==> src/rtl/xlat_pkg.sv <==
package xlat_pkg;

  localparam int VA_W   = 48;
  localparam int DESC_W = 64;
  localparam int ATTR_W = 17;
  localparam int HIER_W = 5;

  typedef enum logic [1:0] {
    FLT_NONE  = 2'd0,
    FLT_XLAT  = 2'd1,
    FLT_ASIZE = 2'd2
  } flt_e;

  // page shift of the selected granule
  function automatic int gran_shift(input logic [1:0] gran);
    case (gran)
      2'd1:    return 14;
      2'd2:    return 16;
      default: return 12;
    endcase
  endfunction

  // position of the lowest input bit resolved at a level
  function automatic logic [6:0] lvl_shift(input logic [1:0] gran, input logic [1:0] lvl);
    int gs;
    int lv;
    gs = gran_shift(gran);
    lv = int'(lvl);
    return 7'(gs + (3 - lv) * (gs - 3));
  endfunction

  function automatic logic [63:0] idx_mask(input logic [1:0] gran);
    return (64'd1 << (gran_shift(gran) - 3)) - 64'd1;
  endfunction

  function automatic logic [63:0] low_mask(input logic [6:0] sh);
    return (64'd1 << sh) - 64'd1;
  endfunction

endpackage

==> src/rtl/xlat_index_gen.sv <==
module xlat_index_gen
  import xlat_pkg::*;
#(
  parameter int AW = VA_W
) (
  input  logic [AW-1:0] tbl_base,
  input  logic [AW-1:0] va,
  input  logic [1:0]    gran,
  input  logic [1:0]    lvl,
  output logic [AW-1:0] rd_addr
);
  localparam int PADW = 64 - AW;

  logic [63:0]   va_ext;
  logic [6:0]    sh;
  logic [AW-1:0] idx;

  always_comb begin
    va_ext  = {{PADW{1'b0}}, va};
    sh      = lvl_shift(gran, lvl);
    idx     = AW'((va_ext >> sh) & idx_mask(gran));
    rd_addr = tbl_base + (idx << 3);
  end
endmodule

==> src/rtl/xlat_desc_decode.sv <==
module xlat_desc_decode
  import xlat_pkg::*;
(
  input  logic [DESC_W-1:0] desc,
  input  logic [1:0]        lvl,
  input  logic [HIER_W-1:0] hier_in,
  output flt_e              flt,
  output logic              is_next,
  output logic [VA_W-1:0]   base,
  output logic [HIER_W-1:0] hier_out,
  output logic [ATTR_W-1:0] attr
);
  logic valid, tbit, last, mbz_bad;

  always_comb begin
    valid   = desc[0];
    tbit    = desc[1];
    last    = (lvl == 2'd3);
    mbz_bad = |desc[51:48];

    if (!valid)             flt = FLT_XLAT;
    else if (mbz_bad)       flt = FLT_ASIZE;
    else if (last && !tbit) flt = FLT_XLAT;
    else                    flt = FLT_NONE;

    is_next  = valid && tbit && !last;
    base     = {desc[47:12], 12'h000};
    // {ns, ro, no_user, xn, pxn} gathered from table bits 63:59
    hier_out = hier_in | desc[63:59];

    attr = {desc[58:55],
            desc[54] | hier_in[1],
            desc[53] | hier_in[0],
            desc[52],
            desc[11],
            desc[10],
            desc[9:8],
            desc[7] | hier_in[3],
            desc[6] & ~hier_in[2],
            desc[5] | hier_in[4],
            desc[4:2]};
  end
endmodule

==> src/rtl/xlat_out_addr.sv <==
module xlat_out_addr
  import xlat_pkg::*;
#(
  parameter int AW = VA_W
) (
  input  logic [AW-1:0] desc_base,
  input  logic [AW-1:0] va,
  input  logic [1:0]    gran,
  input  logic [1:0]    lvl,
  output logic [AW-1:0] pa
);
  logic [6:0] sh;

  always_comb begin
    sh = lvl_shift(gran, lvl);
    pa = (desc_base & ~AW'(low_mask(sh))) | (va & AW'(low_mask(sh)));
  end
endmodule

==> src/rtl/xlat_walker.sv <==
module xlat_walker
  import xlat_pkg::*;
(
  input  logic              clk,
  input  logic              rst_n,
  input  logic              req_valid,
  input  logic [VA_W-1:0]   req_va,
  input  logic [VA_W-1:0]   req_root,
  input  logic [1:0]        req_level,
  input  logic [1:0]        req_gran,
  output logic              busy,
  output logic              mem_req_valid,
  input  logic              mem_req_ready,
  output logic [VA_W-1:0]   mem_req_addr,
  input  logic              mem_rsp_valid,
  input  logic [DESC_W-1:0] mem_rsp_data,
  output logic              done_valid,
  output logic [1:0]        done_fault,
  output logic [1:0]        done_level,
  output logic [VA_W-1:0]   done_pa,
  output logic [ATTR_W-1:0] done_attr
);
  typedef enum logic [1:0] {S_IDLE, S_ISSUE, S_WAIT} st_e;

  st_e               st;
  logic [VA_W-1:0]   va_q, tbase_q;
  logic [1:0]        lvl_q, gran_q;
  logic [HIER_W-1:0] hier_q;

  flt_e              dec_flt;
  logic              dec_next;
  logic [VA_W-1:0]   dec_base, leaf_pa;
  logic [HIER_W-1:0] dec_hier;
  logic [ATTR_W-1:0] dec_attr;

  // named events for the checker
  logic ev_accept, ev_descend, ev_finish;

  xlat_index_gen #(.AW(VA_W)) u_idx (
    .tbl_base(tbase_q), .va(va_q), .gran(gran_q), .lvl(lvl_q), .rd_addr(mem_req_addr)
  );

  xlat_desc_decode u_dec (
    .desc(mem_rsp_data), .lvl(lvl_q), .hier_in(hier_q),
    .flt(dec_flt), .is_next(dec_next), .base(dec_base),
    .hier_out(dec_hier), .attr(dec_attr)
  );

  xlat_out_addr #(.AW(VA_W)) u_pa (
    .desc_base(dec_base), .va(va_q), .gran(gran_q), .lvl(lvl_q), .pa(leaf_pa)
  );

  assign busy          = (st != S_IDLE);
  assign mem_req_valid = (st == S_ISSUE);
  assign ev_accept     = (st == S_IDLE) && req_valid;
  assign ev_descend    = (st == S_WAIT) && mem_rsp_valid && (dec_flt == FLT_NONE) && dec_next;
  assign ev_finish     = (st == S_WAIT) && mem_rsp_valid && !ev_descend;

  always_ff @(posedge clk or negedge rst_n) begin
    if (!rst_n) begin
      st         <= S_IDLE;
      va_q       <= '0;
      tbase_q    <= '0;
      lvl_q      <= '0;
      gran_q     <= '0;
      hier_q     <= '0;
      done_valid <= 1'b0;
      done_fault <= '0;
      done_level <= '0;
      done_pa    <= '0;
      done_attr  <= '0;
    end else begin
      done_valid <= 1'b0;
      case (st)
        S_IDLE: if (ev_accept) begin
          va_q    <= req_va;
          tbase_q <= req_root;
          lvl_q   <= req_level;
          gran_q  <= req_gran;
          hier_q  <= '0;
          st      <= S_ISSUE;
        end
        S_ISSUE: if (mem_req_ready) st <= S_WAIT;
        S_WAIT: begin
          if (ev_descend) begin
            lvl_q   <= lvl_q + 2'd1;
            tbase_q <= dec_base;
            hier_q  <= dec_hier;
            st      <= S_ISSUE;
          end else if (ev_finish) begin
            st         <= S_IDLE;
            done_valid <= 1'b1;
            done_fault <= dec_flt;
            done_level <= lvl_q;
            done_pa    <= (dec_flt == FLT_NONE) ? leaf_pa  : '0;
            done_attr  <= (dec_flt == FLT_NONE) ? dec_attr : '0;
          end
        end
        default: st <= S_IDLE;
      endcase
    end
  end
endmodule

==> config.mk <==
export PLATFORM = sky130hd
export DESIGN_NAME = xlat_walker
export DESIGN_NICKNAME = d
export VERILOG_FILES = /design/src/rtl/xlat_pkg.sv /design/src/rtl/xlat_index_gen.sv /design/src/rtl/xlat_desc_decode.sv /design/src/rtl/xlat_out_addr.sv /design/src/rtl/xlat_walker.sv
export SDC_FILE = /design/constraint.sdc
export NUM_CORES = 1
export LEC_CHECK = 0
export CORE_ASPECT_RATIO = 1.75
export CORE_UTILIZATION = 53
export DETAILED_ROUTE_END_ITERATION = 10
export DONT_BUFFER_PORTS = 1
export PLACE_DENSITY = 0.73
export SLEW_MARGIN = 15
export SYNTH_ARGS = -nofsm -noshare
export SYNTH_HDL_FRONTEND = slang
export SYNTH_SLANG_ARGS = --single-unit
==> constraint.sdc <==
create_clock -name clk -period 12.7 [get_ports clk]
set_input_delay 1.905 -clock clk [delete_from_list [all_inputs] [get_ports clk]]
set_output_delay 1.905 -clock clk [all_outputs]
set_load 0.02 [all_outputs]
Yosys cells after proc, flatten, opt, wreduce, memory -nomap -nowiden

Index checks and enable logic that the tools add are counted.

Register bits: 177
Bits of input ports: 169
Output and inout port bits: 120

Add/sub/neg operators: 7
Multipliers: 1
Eq/ne operators: 9
Shift operators: 3
Mux-type cells: 23
Bitwise gates (word level): 13
Reductions and logical operators: 20

Operator list:

| kind                                               | count |
|---|---|
| two-way mux 48 bit                                 | 3 |
| AND 48 bit                                         | 2 |
| one-hot mux 48 bit (2 select lines)                | 1 |
| adder 48 bit                                       | 1 |
| NOT 48 bit                                         | 1 |
| OR 48 bit                                          | 1 |
| << shifter 1 x 7 -> 48 bit, first input constant   | 1 |
| right shift 48 x 7 -> 45 bit                       | 1 |
| subtractor 48 x 1 -> 48 bit, second input constant | 1 |
| AND 45 bit                                         | 1 |
| << shifter 1 x 32 -> 45 bit, first input constant  | 1 |
| subtractor 45 x 1 -> 45 bit, second input constant | 1 |
| one-hot mux 5 bit (2 select lines)                 | 2 |
| two-way mux 17 bit                                 | 1 |
| two-way mux 2 bit                                  | 8 |
| two-way mux 5 bit                                  | 2 |
| AND reduction 3 bit                                | 3 |
| logical AND 1 bit                                  | 8 |
| adder 6 x 7 -> 7 bit                               | 1 |
| multiplier 3 x 6 -> 7 bit                          | 1 |
| equality test 2 bit, second input constant         | 3 |
| one-hot mux 2 bit (3 select lines)                 | 1 |
| subtractor 5 x 2 -> 6 bit, second input constant   | 1 |
| OR 5 bit                                           | 1 |
| other kinds (16)                                   | 29 |

Logic depth before layout (Yosys ltp)

Gate-level depths: netlist of run 1.

Depth after elaboration: 13
Mapped depth: 33
Gate-level depth less buffers: 29

By module

Synthesis of run 1 repeated with hierarchy kept, for this count alone.

Cell total of the unflattened synthesis: 1797
Area, all modules: 15861.5 µm²

Modules (own cells, without submodules):

| module           | instances | cells an instance | area each (µm²) |
|---|---|---|---|
| xlat_walker      | 1         | 655               | 7327.0 |
| xlat_index_gen   | 1         | 753               | 5804.3 |
| xlat_out_addr    | 1         | 313               | 2172.1 |
| xlat_desc_decode | 1         | 76                | 558.0 |

Worst setup path before layout of run 1

Ideal clock, no wire load.

Path type: register -> output
From: register lvl_q[0]
To: output mem_req_addr[47]
Arrival time: 7.755 ns
Required time: 10.795 ns
Path slack: 3.040 ns
Cell stages (with the launch flop): 33
Buffers on the path: 8
Path through: dfrtp_1 > buf_2 > buf_2 > buf_2 > clkbuf_1 > nor2_1 > ha_1 > inv_1 > fa_1 > inv_1 > ha_1 > inv_1 > fa_1 > clkbuf_1 > clkbuf_1 > buf_1 > clkbuf_1 > mux4_2 > nand2_1 > o21ai_0 > a21oi_1 > nor2_1 > ha_1 > fa_1 > a21o_1 > a21oi_1 > o21bai_1 > a21boi_0 > o21ai_0 > a21oi_1 > o32ai_1 > o41a_1 > xnor2_1

Word-level cells in the longest chain between the ends: 6

RTL lines:

| item                         | line                 | source |
|---|---|---|
| start: declaration           | xlat_walker.sv:27    | `logic [1:0] lvl_q, gran_q;` |
| start signal: assignment     | xlat_walker.sv:78    | `lvl_q <= req_level;` |
| start signal: assignment     | xlat_walker.sv:86    | `lvl_q <= lvl_q + 2'd1;` |
| subtractor 2 x 2 -> 3 bit    | xlat_pkg.sv:29       | `return 7'(gs + (3 - lv) * (gs - 3));` |
| multiplier 3 x 6 -> 7 bit    | xlat_pkg.sv:29       |  |
| adder 6 x 7 -> 7 bit         | xlat_pkg.sv:29       |  |
| right shift 48 x 7 -> 45 bit | xlat_index_gen.sv:21 | `idx = AW'((va_ext >> sh) & idx_mask(gran));` |
| AND 45 bit                   | xlat_index_gen.sv:21 |  |
| adder 48 bit                 | xlat_index_gen.sv:22 | `rd_addr = tbl_base + (idx << 3);` |
| end: declaration             | xlat_walker.sv:14    | `output logic [VA_W-1:0] mem_req_addr,` |

No other way between the ends.

Final worst setup path of run 1

From: register lvl_q[0]
To: output mem_req_addr[40]

The elaborated chain is that of the path after synthesis.

==> metrics.txt, run 1 <==
CP required 10.80 ns; Max Cap Violations 0; first-pass GRT wire length 91,200 um; most common library cells after synthesis nand2_1 (272), nor2_1 (188), dfrtp_1 (177); worst hold slack 0.499 ns; Fmax 0.0963 GHz; Hold/Removal Path Class reg2reg; CORE AREA 0.0271 mm2; DR pass1 iterations 5; cell taking the most area after synthesis dfrtp_1; crit path DAT 8.48 ns; Post-route DRC 0; final hold violations 0; Finish-stage setup viols 0; Initial DRC Count 1,184; Final ANT Viol Nets 0; sequential share of the synthesized area 0.304; vias in the first global route 14,200; Post-synth EDFFs 0; crit-path leading delay family compound AO/OA/AOI/OAI gates; Setup crit start kind flip-flop; largest net degree at the start of global routing 178; Crit-path slowest cell dfrtp_4; worst clock skew 0.0108 ns; antenna violations before repair 1; Crit Path Class reg2out; setup TNS 0 ns; ratio of cells with drive above 1 in the final layout 0.120; chip width 127 um; Site Rows 80; status finished clean; crit-path max FO 62; H-tree depth 4; CP Buf/Inv Count 5; Clock Sinks 177; CTS Hold Buffers Added 0; normalized max-slew margin 0.161; GR Overflow Total 0; most frequent cell after synthesis nand2_1; IO Pins 289; post-synth cell types 84; asr flop ratio synth 1.00; Tcrit/Tclk final 0.818; GRT Util Overall 0.449; Most common cell on crit path o21ai_0; vias per cell 6.87; Chip Height 221 um; RSZ-0062 raised after global routing false; post-synth top area share 0.304; number of port buffers 0; synth warn 0; PostCTS Resize Cnt 0; mapped cell area 0.0146 mm2; average routed wire per standard cell 30.7 um; Yosys reg bits 177; GPL Wtd Cong 1.11; routed wire length 62,500 um; Synth Instances 1,706; vias 14,000; fillers 2,515; min Tclk post-route 10.39 ns; initial core utilization 0.537; Tightest Pin Transition 1.23 ns; fin. max-slew vios 0; TritonCTS Buffers 17; post-CTS setup buffer count 0; die area 0.0282 mm2; area delta synth->final 6.46%; Synth Flop Type dfrtp_1; root buffer cell clkbuf_16; CTS tree yes; average cell area after synthesis 8.54 um2; Nets 1,891; Max clock buf depth 2; CP peak stage delay 0.72 ns; Detailed Place HPWL 48,400 um; synth top area cells dfrtp_1 (30%), nand2_1 (7.0%), mux4_2 (6.3%); worst skew pair latency 0.46 ns; CP endpoint kind output port; Reg clk slew, reported paths 0.07 ns
## cells by family (layout without fill, tap and decap cells)
family | after synthesis | after routing | share of synthesized area
AND/OR/NAND/NOR | 607 | 607 | 0.179
adder cells (fa/ha/maj) | 70 | 70 | 0.0627
buffers and inverters | 143 | 93 | 0.0392
flip-flops | 177 | 177 | 0.304
multiplexers | 170 | 170 | 0.158
XOR/XNOR | 65 | 65 | 0.0391
other | 1 | 11 | 0.000257
AO/OA/AOI/OAI | 473 | 473 | 0.219
## cell usage in the layout, fill, tap and decap left out, drive strengths merged, types with 37 or more instances in the layout
cell type	synthesis	routed
nand2	272	272
nor2	189	189
dfrtp	177	177
a21oi	107	107
o21ai	106	106
mux2i	67	67
ha	65	65
mux2	62	62
a31oi	51	51
mux4	41	41
xnor2	40	40
inv	30	37
## layout make-up
class,count,area [um2],area share
repair buffers,30,225,0.0145
well taps,369,462,0.0298
clock inverters,14,148,0.00951
flip-flops and latches,177,4430,0.286
multi-input cells,1395,9690,0.625
clock buffers,18,439,0.0283
inverters,31,116,0.00750
diodes,1,2.50,0.000161
## final timing paths
check	slack, ns	from	cells past startpoint	endpoint
hold / removal	0.50	hier_q[1]	2	hier_q[1]
min in group asynchronous	1.15	rst_n	0	tbase_q[45]
hold reg to reg	0.50	hier_q[1]	2	hier_q[1]
setup / recovery	2.31	lvl_q[0]	25	mem_req_addr[40]
max in group asynchronous	11.16	rst_n	0	lvl_q[0]
setup reg to reg	5.70	lvl_q[0]	16	done_pa[43]
## stage by stage
stage	cells	area, um2	util	worst slack, ns
6_report	2035	15500	0.572	2.31
5_1_grt	2034	15500	0.572	1.93
4_1_cts	2034	15500	0.572	2.52
3_5_place_dp	2002	14900	0.550	3.03
3_3_place_gp	2002	14900	0.550	3.16
2_1_floorplan	1715	14600	-	3.04
## flip-flops by register name, indices dropped and copies added, names as in the netlist
| register | count |
|---|---|
| lvl_q | 2 |
| st | 2 |
| gran_q | 2 |
| tbase_q | 48 |
| done_fault | 2 |
| done_level | 2 |
| done_valid | 1 |
| va_q | 48 |
| done_attr | 17 |
| hier_q | 5 |
| done_pa | 48 |
## worst min-delay path, delay by kind of cell (launching register included)
family,cells,cell delay (ns)
compound gates,1,0.04
simple gates,1,0.07
flops,1,0.35
## layer usage
| metal | part of all wire | routed length [um] | track usage | vias to the layer above |
|---|---|---|---|---|
| met2 | 0.49 | 30600 | 0.748 | 755 |
| met5 | 0 | 0 | 0 | - |
| met1 | 0.32 | 20300 | 0.452 | 6841 |
| met3 | 0.078 | 4860 | 0.107 | 271 |
| li1 | - | - | - | 6114 |
| met4 | 0.11 | 6680 | 0.431 | 0 |
Power of run 1 is not shown: default switching activity piles up to over one toggle a cycle in this logic, so the estimate is an artifact.
==> run 2, diff against run 1 <==
- PLACE_DENSITY: 0.73 -> 0.76
- clock period: 12.7 -> 9.4 ns (I/O delays scaled with it)
==> run 2 against run 1 <==
  * First-iteration DRC count grew 3.9%
  * Global-route usage decreased by 2.5 points
  * Critical path depth is 1 lower
  * Hold slack improved by 0.0072 ns
  * Sequential cell count stayed put
  * Worst setup slack worse by 1.9 ns
  * Die area stayed put
  * Clock-buffer cell count unchanged
  * Wire length decreased by 4.7%
  * Register-to-register slack got worse by 2.5 ns
==> metrics.txt, run 2 (synthesized netlist as in run 1, its figures left out) <==
RSZ-0062 raised after global routing false; Site Rows 80 (unchanged); vias per cell 6.86 (-0.22%); DP Cell Count 2,029 (+1.3%); worst clock skew 0.00674 ns (-0.00406 ns); hold path start hier_q[1]; post-route insts no fill 2,059 (+1.2%); routed wire length 59,500 um (-4.7%); largest net degree at the start of global routing 178 (unchanged); Setup crit start kind flip-flop; Max clock buf depth 2 (unchanged); fillers 2,453 (-2.5%); Max Cap Violations 0 (unchanged); initial core utilization 0.537 (unchanged); GR Overflow Total 0 (unchanged); DR pass1 iterations 6 (+1); Hold EP hier_q[1]; TritonCTS Buffers 17 (unchanged); GRT Util Overall 0.424 (-0.0253); IO Pins 289 (unchanged); vias in the first global route 14,000 (-1.8%); Reg clk slew, reported paths 0.07 ns (about the same); Chip Height 221 um (unchanged); CTS tree yes; R2R cell count 24 (+8); CTS Hold Buffers Added 0 (unchanged); n_diodes 0 (-1); Finish-stage setup viols 0 (unchanged); most common cell after layout, fill and taps aside nand2_1; CP endpoint kind output port; Detailed Place HPWL 46,500 um (-3.9%); Tightest Pin Transition 1.10 ns (-0.130 ns); Top Registers done_pa: 48 flops, tbase_q: 48 flops, va_q: 48 flops; first-pass GRT wire length 87,100 um (-4.6%); worst flop-to-flop path startpoint gran_q[0]; Post-route DRC 0 (unchanged); Hold/Removal Path Class reg2reg; average routed wire per standard cell 28.9 um (-5.8%); GPL Wtd Cong 1.03 (-7.0%); Clock Sinks 177 (unchanged); CP required 7.99 ns (-2.81 ns); Cells on Worst Hold Path 2 (unchanged); root buffer cell clkbuf_16; number of port buffers 0 (unchanged); most frequent cells in the layout nand2_1 (271), nor2_1 (186), dfrtp_1 (176), a21oi_1 (107), o21ai_0 (98); fin. max-slew vios 0 (unchanged); crit-path max FO 39 (-37%); vias 14,100 (+0.96%); H-tree depth 4 (unchanged); Nets 1,918 (+1.4%); Initial DRC Count 1,230 (+3.9%); ratio of cells with drive above 1 in the final layout 0.134 (+0.0136); Tcrit/Tclk final 0.953; Final ANT Viol Nets 0 (unchanged); chip width 127 um (unchanged); status finished clean; area delta synth->final 7.98%; crit path DAT 7.55 ns (-0.93 ns); Worst R2R Setup Slack 3.20 ns (-2.50 ns); setup TNS 0 ns (unchanged); Fmax 0.112 GHz; CORE AREA 0.0271 mm2 (unchanged); final hold violations 0 (unchanged); FF-to-FF End done_pa[46]; antenna violations before repair 2 (+1); die area 0.0282 mm2 (unchanged); worst skew pair latency 0.46 ns (about the same); normalized max-slew margin 0.268 (+0.107); min Tclk post-route 8.96 ns; Crit Path Class reg2out
==> run 2: cell count changes in the layout (fill, tap and decap cells not counted), sizes merged <==
cell	before	now
buf	30	57
clkinv	6	3
bufinv	1	3
diode	1	0
inv	37	36
==> run 2: timing repair <==
item,4_1_cts,5_1_grt
buffers inserted,0,0
gates resized for setup,0,4
endpoints found under the setup margin,0,9
==> run 2: per-stage QoR <==
step           hold WS [ns]  utilization  cell area [um2]  worst slack, ns
2_1_floorplan         0.462            -            14600            0.235
3_3_place_gp          0.483        0.558            15100            0.987
3_5_place_dp          0.487        0.558            15100            0.764
4_1_cts               0.506        0.580            15700            0.256
5_1_grt               0.529        0.580            15700           0.0598
6_report              0.507        0.580            15700            0.442
==> run 2: worst max-delay path: stages, from the launching register on <==
cell,delay [ns]
dfrtp_1,0.41
inv_1,0.09
ha_1,0.23
nor2b_1,0.17
ha_1,0.25
ha_2,0.90
inv_1,0.50
nor2_1,0.51
nand2_1,0.10
o21ai_0,0.15
mux2i_1,0.22
o21ai_0,0.35
a22oi_1,0.15
nor2_1,0.21
ha_1,0.21
a211oi_1,0.06
o21ai_0,0.33
nand3_1,0.16
a21oi_1,0.25
a21oi_1,0.16
o21ai_1,0.53
a31oi_1,0.34
o31ai_1,0.39
xor2_1,0.20
buf_4,0.17
==> run 2: worst max path at each step <==
stage | slack (ns) | cells past startpoint | end | from
floorplan | 0.23 | 32 | mem_req_addr[47] | lvl_q[0]
global route | 0.06 | 28 | mem_req_addr[38] | gran_q[0]
global placement | 0.99 | 24 | mem_req_addr[46] | gran_q[0]
detailed placement | 0.76 | 24 | mem_req_addr[40] | gran_q[0]
finish | 0.44 | 24 | mem_req_addr[46] | gran_q[1]
CTS | 0.26 | 24 | mem_req_addr[40] | gran_q[0]
==> run 2: layer usage <==
layer  track usage  wire length, um  up-vias
met4         0.364             5840        0
met3        0.0781             4480      260
met5             0                0        -
met1         0.458            20500     6864
met2         0.707            28700      815
li1              -                -     6176
==> run 2: area by class of cell <==
class                           count  area [um2]  area share
Tap cell                          369         462      0.0293
Clock buffer                       18         429      0.0273
Sequential cell                   177        4430       0.282
Clock inverter                     12         173      0.0110
Multi-Input combinational cell   1395        9690       0.615
Inverter                           31         116     0.00739
Timing Repair Buffer               57         440      0.0280
Power of run 2 is left out for the same reason.
==> run 3, diff against run 2 <==
- CORE_UTILIZATION: 53 -> 45
- PLACE_DENSITY: 0.76 -> 0.67
==> run 3 against run 2 <==
  * Utilization decreased by 8.3 points
  * Die area increased by 18%
  * Hold slack improved by 0.0047 ns
  * Sequential share of layout area about the same
  * Sequential cell count unchanged
  * Final cell count increased by 1.1%
  * Fmax about the same
  * Non-clock buffer count decreased by 6
  * Clock skew increased by 0.0031 ns
  * Design area decreased by 0.13%
  * Critical path depth increased by 3
  * Largest cell class unchanged
  * Wire length about the same
==> metrics.txt, run 3 (synthesized netlist as in run 1, its figures left out) <==
fillers 3,092 (+26%); GR Overflow Total 0 (unchanged); initial core utilization 0.461 (-0.0766); ratio of cells with drive above 1 in the final layout 0.131 (-0.00265); root buffer cell clkbuf_16; H-tree depth 4 (unchanged); normalized max-slew margin 0.296 (+0.0287); Max Cap Violations 0 (unchanged); Detailed Place HPWL 45,900 um (-1.3%); fin util 0.497 (-0.0833); Top Registers done_pa: 48 flops, tbase_q: 48 flops, va_q: 48 flops; number of port buffers 0 (unchanged); RSZ-0062 raised after global routing false; vias 13,900 (-1.6%); die area 0.0331 mm2 (+18%); fin. max-slew vios 0 (unchanged); n_diodes 0 (unchanged); DP Cell Count 2,050 (+1.0%); IO Pins 289 (unchanged); crit-path max FO 10 (-74%); worst clock skew 0.00988 ns (+0.00314 ns); CP endpoint kind output port; Clock Sinks 177 (unchanged); CORE AREA 0.0316 mm2 (+17%); CTS Hold Buffers Added 0 (unchanged); final hold violations 0 (unchanged); Crit Path Class reg2out; Post-route DRC 0 (unchanged); status finished clean; Tcrit/Tclk final 0.952 (about the same); Finish-stage setup viols 0 (unchanged); GRT Util Overall 0.356 (-0.0682); min Tclk post-route 8.95 ns (-0.00809 ns); largest net degree at the start of global routing 178 (unchanged); routed wire length 59,600 um (about the same); Nets 1,912 (-0.31%); TritonCTS Buffers 17 (unchanged); dpl ws 0.863 ns (+0.0993 ns); crit path DAT 7.54 ns (about the same); Max clock buf depth 2 (unchanged); Setup crit start kind flip-flop; GPL Wtd Cong 1.04 (+1.0%); Fmax 0.112 GHz (about the same); CP required 7.99 ns (about the same); setup TNS 0 ns (unchanged); area delta synth->final 7.85%; post-route insts no fill 2,082 (+1.1%); worst skew pair latency 0.45 ns (about the same); most frequent cells in the layout nand2_1 (272), nor2_1 (186), dfrtp_1 (176), a21oi_1 (106), o21ai_0 (98); average routed wire per standard cell 28.6 um (-1.1%); Worst Setup Slack, final 0.450 ns (+0.00809 ns); Hold/Removal Path Class reg2reg; Tightest Pin Transition 1.05 ns (-0.0421 ns); most common cell after layout, fill and taps aside nand2_1; Chip Height 240 um (+8.4%); antenna violations before repair 0 (-2); post-CTS setup buffer count 0 (unchanged); Initial DRC Count 1,122 (-8.8%); vias per cell 6.67 (-2.6%); Final ANT Viol Nets 0 (unchanged); chip width 138 um (+8.4%); first-pass GRT wire length 87,500 um (+0.52%); Site Rows 86 (+7.5%); CTS tree yes; DR pass1 iterations 6 (unchanged); vias in the first global route 13,500 (-3.3%); Reg clk slew, reported paths 0.07 ns (about the same)
## run 3: worst max-delay path: stages, from the launching register on
cell and delay (ns):
dfrtp_1 0.36, inv_1 0.08, ha_1 0.26, inv_1 0.15, nor2_1 0.06, ha_1 0.28
inv_1 0.05, fa_1 0.48, inv_1 0.07, ha_1 0.16, inv_1 0.06, fa_2 0.40
xor2_2 0.40, buf_4 0.26, nand2_1 0.27, o22ai_1 0.26, a22oi_1 0.14, a2111oi_1 0.67
ha_1 0.44, a21oi_1 0.21, nor2_1 0.06, a211oi_1 0.34, o221ai_1 0.24, o2111a_1 0.29
nor3_1 0.48, o21ai_0 0.21, xnor2_1 0.23, buf_4 0.18
## run 3: repair_timing
item / in CTS / in global routing
endpoints found under the hold margin: 0 / 0
resized for setup: 0 / 4
setup endpoints to repair: 0 / 13
## run 3: cell type report
cell class,count,area (um2),share of cell area
Tap cell,396,495,0.0315
Sequential cell,177,4430,0.282
Multi-Input combinational cell,1395,9680,0.616
Inverter,31,116,0.00740
Clock buffer,22,484,0.0308
Timing Repair Buffer,51,408,0.0259
Clock inverter,10,98.8,0.00629
## run 3: through the flow
stage	hold WS (ns)	cell area, um2
3_3_place_gp	0.479	15100
4_1_cts	0.509	15700
6_report	0.511	15700
5_1_grt	0.523	15700
3_5_place_dp	0.491	15100
2_1_floorplan	0.462	14600
## run 3: final timing paths
check / start / end / slack (ns) / cells after the start
worst max-delay path: gran_q[0] / mem_req_addr[41] / 0.45 / 27
worst min-delay path: hier_q[3] / hier_q[3] / 0.51 / 2
min in group asynchronous: rst_n / hier_q[3] / 0.65 / 0
max in group asynchronous: rst_n / tbase_q[19] / 8.40 / 0
worst max register to register: gran_q[0] / done_pa[24] / 3.03 / 21
worst min register to register: hier_q[3] / hier_q[3] / 0.51 / 2
## run 3: metal layers
metal,up-vias,wire length (um),GRT usage
met1,6807,21100,0.393
met2,763,29700,0.617
met5,-,0,0
li1,6147,-,-
met3,179,4470,0.0677
met4,0,4230,0.244
Power of run 3 is left out for the same reason.
